--- src/rtl/smb_flag_pkg.sv ---
package smb_flag_pkg;
  localparam int NFLAG   = 8;
  localparam int F_MSTR  = 0;
  localparam int F_XMIT  = 1;
  localparam int F_STA   = 2;
  localparam int F_STO   = 3;
  localparam int F_ACKRQ = 4;
  localparam int F_ARBL  = 5;
  localparam int F_RXACK = 6;
  localparam int F_IRQ   = 7;
  localparam int RST_STAGES = 2;

  // Bits software may load through the write strobe
  localparam logic [NFLAG-1:0] SW_WR_MASK =
    NFLAG'((1 << F_STA) | (1 << F_STO) | (1 << F_RXACK));
  // Bits dropped by the software interrupt clear
  localparam logic [NFLAG-1:0] IRQCLR_MASK =
    NFLAG'((1 << F_IRQ) | (1 << F_ARBL));
endpackage

--- src/rtl/smb_flag_rstsync.sv ---
module smb_flag_rstsync #(
  parameter int STAGES = 2
) (
  input  logic clk,
  input  logic rst_n,
  output logic rst_q
);
  logic [STAGES-1:0] sh_q;
  logic [STAGES-1:0] sh_d;

  always_comb begin
    sh_d = {sh_q[STAGES-2:0], 1'b1};
  end

  always_ff @(posedge clk or negedge rst_n) begin
    if (!rst_n) sh_q <= '0;
    else        sh_q <= sh_d;
  end

  assign rst_q = sh_q[STAGES-1];
endmodule

--- src/rtl/smb_flag_cell.sv ---
module smb_flag_cell (
  input  logic clk,
  input  logic rst_n,
  input  logic set_i,
  input  logic clr_i,
  input  logic swe_i,
  input  logic swd_i,
  output logic q_o
);
  logic q_q;
  logic q_d;
  logic en;

  // hardware set beats hardware clear beats software access
  always_comb begin
    en  = set_i | clr_i | swe_i;
    q_d = q_q;
    if (set_i)      q_d = 1'b1;
    else if (clr_i) q_d = 1'b0;
    else if (swe_i) q_d = swd_i;
  end

  always_ff @(posedge clk or negedge rst_n) begin
    if (!rst_n)  q_q <= 1'b0;
    else if (en) q_q <= q_d;
  end

  assign q_o = q_q;
endmodule

--- src/rtl/smb_flag_arb.sv ---
module smb_flag_arb (
  input  logic rep_start,
  input  logic scl_conflict,
  input  logic sda_conflict,
  input  logic stray_stop,
  input  logic master_q,
  input  logic start_q,
  output logic arb_o,
  output logic arb_stop_o
);
  logic rep_lost;

  always_comb begin
    rep_lost   = rep_start & master_q & ~start_q;
    arb_stop_o = stray_stop & master_q;
    arb_o      = rep_lost | scl_conflict | sda_conflict | arb_stop_o;
  end
endmodule

--- src/rtl/smb_flag_txsel.sv ---
module smb_flag_txsel (
  input  logic clk,
  input  logic rst_n,
  input  logic data_wr,
  input  logic frame_beg,
  input  logic start_det,
  input  logic arb,
  output logic xm_set,
  output logic xm_clr
);
  logic pend_q;
  logic pend_d;
  logic pend_en;
  logic wrote;

  always_comb begin
    wrote   = pend_q | data_wr;
    pend_en = frame_beg | data_wr;
    pend_d  = frame_beg ? 1'b0 : 1'b1;
    xm_set  = frame_beg & wrote;
    xm_clr  = (frame_beg & ~wrote) | start_det | arb;
  end

  always_ff @(posedge clk or negedge rst_n) begin
    if (!rst_n)       pend_q <= 1'b0;
    else if (pend_en) pend_q <= pend_d;
  end
endmodule

--- src/rtl/smb_flag_ctl.sv ---
module smb_flag_ctl
  import smb_flag_pkg::*;
(
  input  logic             clk,
  input  logic             rst_n,
  input  logic             ev_start_gen,
  input  logic             ev_start_det,
  input  logic             ev_addr_rx,
  input  logic             ev_stop_gen,
  input  logic             ev_stop_slv,
  input  logic             ev_stray_stop,
  input  logic             ev_rep_start,
  input  logic             ev_scl_conflict,
  input  logic             ev_sda_conflict,
  input  logic             ev_frame_beg,
  input  logic             data_wr,
  input  logic             ev_tx_done,
  input  logic             ack_line,
  input  logic             ev_rx_done,
  input  logic             ev_ack_cycle,
  input  logic             hw_ack_en,
  input  logic             sw_wr,
  input  logic [NFLAG-1:0] sw_wdata,
  input  logic             sw_irq_clr,
  input  logic             irq_en,
  output logic [NFLAG-1:0] flags,
  output logic             irq
);
  logic             rst_q;
  logic             arb;
  logic             arb_stop;
  logic             xm_set;
  logic             xm_clr;
  logic [NFLAG-1:0] set_v;
  logic [NFLAG-1:0] clr_v;
  logic [NFLAG-1:0] swe_v;
  logic [NFLAG-1:0] swd_v;
  logic [NFLAG-1:0] q_v;

  smb_flag_rstsync #(.STAGES(RST_STAGES)) u_rst (
    .clk(clk), .rst_n(rst_n), .rst_q(rst_q)
  );

  smb_flag_arb u_arb (
    .rep_start(ev_rep_start), .scl_conflict(ev_scl_conflict),
    .sda_conflict(ev_sda_conflict), .stray_stop(ev_stray_stop),
    .master_q(q_v[F_MSTR]), .start_q(q_v[F_STA]),
    .arb_o(arb), .arb_stop_o(arb_stop)
  );

  smb_flag_txsel u_tx (
    .clk(clk), .rst_n(rst_q), .data_wr(data_wr), .frame_beg(ev_frame_beg),
    .start_det(ev_start_det), .arb(arb), .xm_set(xm_set), .xm_clr(xm_clr)
  );

  always_comb begin
    set_v = '0;
    clr_v = '0;
    set_v[F_MSTR]  = ev_start_gen;
    clr_v[F_MSTR]  = ev_stop_gen | arb;
    set_v[F_XMIT]  = xm_set;
    clr_v[F_XMIT]  = xm_clr;
    set_v[F_STA]   = ev_addr_rx;
    set_v[F_STO]   = ev_stop_slv | arb_stop;
    clr_v[F_STO]   = ev_stop_gen;
    set_v[F_ACKRQ] = ev_rx_done & ~hw_ack_en;
    clr_v[F_ACKRQ] = ev_ack_cycle;
    set_v[F_ARBL]  = arb;
    set_v[F_RXACK] = ev_tx_done & ~ack_line;
    clr_v[F_RXACK] = ev_tx_done & ack_line;
    set_v[F_IRQ]   = ev_start_gen | arb | ev_tx_done | ev_rx_done |
                     ev_addr_rx | ev_stop_slv;
  end

  for (genvar gi = 0; gi < NFLAG; gi++) begin : g_flag
    assign swe_v[gi] = (SW_WR_MASK[gi] & sw_wr) | (IRQCLR_MASK[gi] & sw_irq_clr);
    assign swd_v[gi] = SW_WR_MASK[gi] & sw_wdata[gi];
    smb_flag_cell u_cell (
      .clk(clk), .rst_n(rst_q), .set_i(set_v[gi]), .clr_i(clr_v[gi]),
      .swe_i(swe_v[gi]), .swd_i(swd_v[gi]), .q_o(q_v[gi])
    );
  end

  assign flags = q_v;
  assign irq   = q_v[F_IRQ] & irq_en;
endmodule

--- config.mk ---
export PLATFORM = sky130hd
export DESIGN_NAME = smb_flag_ctl
export DESIGN_NICKNAME = d
export VERILOG_FILES = /design/src/rtl/smb_flag_pkg.sv /design/src/rtl/smb_flag_rstsync.sv /design/src/rtl/smb_flag_cell.sv /design/src/rtl/smb_flag_arb.sv /design/src/rtl/smb_flag_txsel.sv /design/src/rtl/smb_flag_ctl.sv
export SDC_FILE = /design/constraint.sdc
export NUM_CORES = 1
export LEC_CHECK = 0
export CAP_MARGIN = 30
export CORE_MARGIN = 2
export CORE_UTILIZATION = 23
export CTS_BUF_LIST = sky130_fd_sc_hd__clkbuf_16
export DETAILED_ROUTE_END_ITERATION = 6
export GPL_ROUTABILITY_DRIVEN = 0
export PLACE_DENSITY_LB_ADDON = 0.1
export SKIP_CTS_REPAIR_TIMING = 1
export SYNTH_ARGS = -nofsm -noshare
export SYNTH_HDL_FRONTEND = slang
export SYNTH_HIERARCHICAL = 1
export SYNTH_SLANG_ARGS = --single-unit
--- constraint.sdc ---
create_clock -name clk -period 0.8 [get_ports clk]
set_input_delay 0.16 -clock clk [delete_from_list [all_inputs] [get_ports clk]]
set_output_delay 0.16 -clock clk [all_outputs]
set_load 0.01 [all_outputs]
==> results of run 1 <==
[cells by family after synthesis]
logic type / synth area share [%]
AO/OA/AOI/OAI: 13.2
other: 1.44
multiplexers: 15.3
AND/OR/NAND/NOR: 17.5
flip-flops: 52.6
[worst min path at each step]
| stage | end | slack, ns | cells past startpoint |
|---|---|---|---|
| after floorplan | u_rst/sh_q[0]$_DFF_PN0_ | -0.14 | 0 |
| after global placement | u_tx/pend_q$_DFFE_PN0P_ | 0.16 | 0 |
| after detailed placement | g_flag[2].u_cell/q_o$_DFFE_PN0P_ | 0.17 | 0 |
| after CTS | u_rst/sh_q[0]$_DFF_PN0_ | 0.08 | 1 |
| after global routing | u_rst/sh_q[0]$_DFF_PN0_ | 0.08 | 1 |
| final | u_rst/sh_q[0]$_DFF_PN0_ | 0.08 | 1 |
[per-layer routing]
metal / track usage [%] / wire [µm] / up-vias
met1: 13.8 / 550 / 221
met2: 16.2 / 608 / 19
met5: 0 / 0 / -
met4: 6.58 / 15 / 0
li1: - / - / 257
met3: 2.59 / 88 / 2
[metrics by stage]
| step | worst slack (ns) | setup TNS, ns | std cells | hold slack (ns) |
|---|---|---|---|---|
| 2_1_floorplan | -0.669 | -2.78 | 55 | -0.136 |
| 3_3_place_gp | -0.853 | -7.31 | 120 | 0.161 |
| 3_5_place_dp | -0.880 | -7.37 | 120 | 0.171 |
| 4_1_cts | -0.706 | -7.73 | 124 | 0.0803 |
| 5_1_grt | -0.790 | -5.02 | 128 | 0.0791 |
| 6_report | -0.700 | -4.35 | 128 | 0.0787 |
[cells in the final DEF, fill, tap and decap left out, drive strengths merged]
cell type	n
clkinv	1
dfrtp	11
clkdlybuf4s50	22
mux2i	8
buf	12
a211o	1
and2	3
o21bai	8
nor4	1
or2	2
conb	12
dlymetal6s2s	1
or4	1
nand2	1
nor2b	3
and3b	1
nor2	3
clkbuf	9
[power by group]
group	internal, mW	total [mW]	switching [mW]
clock	0.663	0.928	0.265
combinational	0.216	0.317	0.101
sequential	0.594	0.621	0.0266
total	1.47	1.87	0.392
[critical path: stages (launching register included)]
cell and delay (ns):
dfrtp_1 0.39, and2_4 0.15, or4_4 0.50, a211o_1 0.28
o21bai_1 0.11
[flip-flops by register name (all words and copies together) (netlist names)]
name               count
u_tx/pend_q            1
u_rst/sh_q             2
g_flag.u_cell/q_o      8
[layout make-up]
cell class	instances	area share [%]
timing repair buffer	41	34.4
multi-input combinational	44	28.2
sequential	11	26.4
clock buffer	3	7.19
tap	28	3.36
clock inverter	1	0.480
==> out/qor.json, run 1 <==
{
  "detailed_routing": {
    "drc_errors": 0,
    "routed_wire_length_per_instance_um": 9.86,
    "detailedRoute.firstIterationViolations": 0,
    "routed_via_density": 3.90,
    "num_vias": 499,
    "wl_um": 1260,
    "antenna_violating_nets_post_route": 0,
    "drt_pre_antenna_iters": 1
  },
  "setup_path": {
    "critPathRequiredTime_ns": 0.97,
    "rr_startpoint": "g_flag[0].u_cell/q_o$_DFFE_PN0P_",
    "worstRegToRegCells": 4,
    "critPathCaptureType": "register",
    "critical_path_class": "reg2reg",
    "critical_path_arrival_ns": 1.67,
    "worstSetupEndpoint": "g_flag[1].u_cell/q_o$_DFFE_PN0P_",
    "critical_path.max_fanout": 4,
    "worst_setup_path_startpoint": "g_flag[0].u_cell/q_o$_DFFE_PN0P_",
    "critical_path.reg2reg.endpoint": "g_flag[1].u_cell/q_o$_DFFE_PN0P_",
    "worst_r2r_setup_slack_ns": -0.70,
    "start_kind": "register"
  },
  "synth": {
    "synth.most_common_cell": "dfrtp_1",
    "postSynthAreaPerCell_um2": 11.6,
    "yosys_warnings": 6,
    "synth_seq_cells": 11,
    "synth_largest_area_cell": "dfrtp_1",
    "synthCells": 45,
    "sequential_element_share_of_the_synthesized_area_pct": 52.6,
    "synth_largest_type_area_fraction_pct": 52.6,
    "synthTopCellsByCount": "11 x dfrtp_1, 8 x mux2i_1, 8 x o21bai_1",
    "post_synth_main_area_contributors": "dfrtp_1 53%, mux2i_1 15%, o21bai_1 11%",
    "netlist_area_um2": 523,
    "post_synth_num_cell_types": 14,
    "ys_dominant_reg_cell": "dfrtp_1",
    "postSynth.asyncResetShare_pct": 100,
    "synth-edff-count": 0
  },
  "sta": {
    "finalCritPeriodShare_pct": 188,
    "worst_slack_ns": -0.700,
    "skew_ns": 0.00152,
    "max_freq_mhz": 666,
    "grt_setup_unrepaired": "true",
    "clock_period_minus_worst_slack_ns": 1.50,
    "drv_slew": 0,
    "hold_violations": 0,
    "setup_violations": 15
  },
  "floorplan": {
    "coreArea_mm2": 0.00219,
    "floorplan.initialDensity_pct": 23.9,
    "die_h_um": 51.7,
    "core.rowCount": 17,
    "die_area_mm2": 0.00267,
    "die-width_um": 51.7,
    "top_level_ports": 38
  },
  "grt": {
    "grt_start_max_net_pins": 10,
    "via_count_of_the_first_global_routing_pass": 447,
    "antenna_found_initial": 0,
    "grt_overflow_total": 0,
    "grt_pass1_wl_um": 2000,
    "globalRouteTotalUtil_pct": 10.7
  },
  "power": {
    "p_leak_nw": 0.496,
    "power_per_unit_of_standard_cell_area_mw_per_mm2": 1790,
    "p_total_mw": 1.87,
    "vdd_drop_max_mv": 1.21
  },
  "layout": {
    "antenna-diode-count": 0,
    "layout.cell_area.non_filler_mm2": 0.00104,
    "layout-drive-gt1-share_pct": 27.0,
    "layout.filler_cells": 217,
    "post_route_core_utilization_pct": 47.6,
    "multi_input_area_um2": 294,
    "design.final.nets": 130,
    "syn2layout_area_growth_pct": 99.5,
    "ff_latch_area_um2": 275
  },
  "cts": {
    "worst_setup_hold_path_clk_slew_ns": 0.04,
    "cts-buffers-inserted": 3,
    "clock_tree_from_tritoncts": "built",
    "worst_skew_pair.late_latency_ns": 0.24,
    "htreeDepth": 1,
    "clock_sinks": 11,
    "max-clock-path-buffers": 2,
    "cts.root.buffer_cell": "clkbuf_16"
  },
  "placed_design": {
    "count_of_input_and_output_buffers": 32,
    "hpwlAfterDp_um": 991,
    "placed_cell_areas_um2": 960
  },
  "worst_hold_path": {
    "worst_hold_path_type": "in2async"
  },
  "flow_run": {
    "max_cap_violations": 0
  },
  "outcome": {
    "violations": "setup timing",
    "outcome": "complete, but fails checks"
  }
}
Power figures use the tool's default switching activity.
==> run 2: changes to the inputs <==
Settings changed: CTS_CLUSTER_DIAMETER set to 80.
==> results of run 2 <==
No change in the layout: final DEF, timing and power equal those of run 1.
==> run 3: changes to the inputs <==
Settings changed: SLEW_MARGIN set to 15.
==> results of run 3 <==
No change in the layout: final DEF, timing and power equal those of run 1.
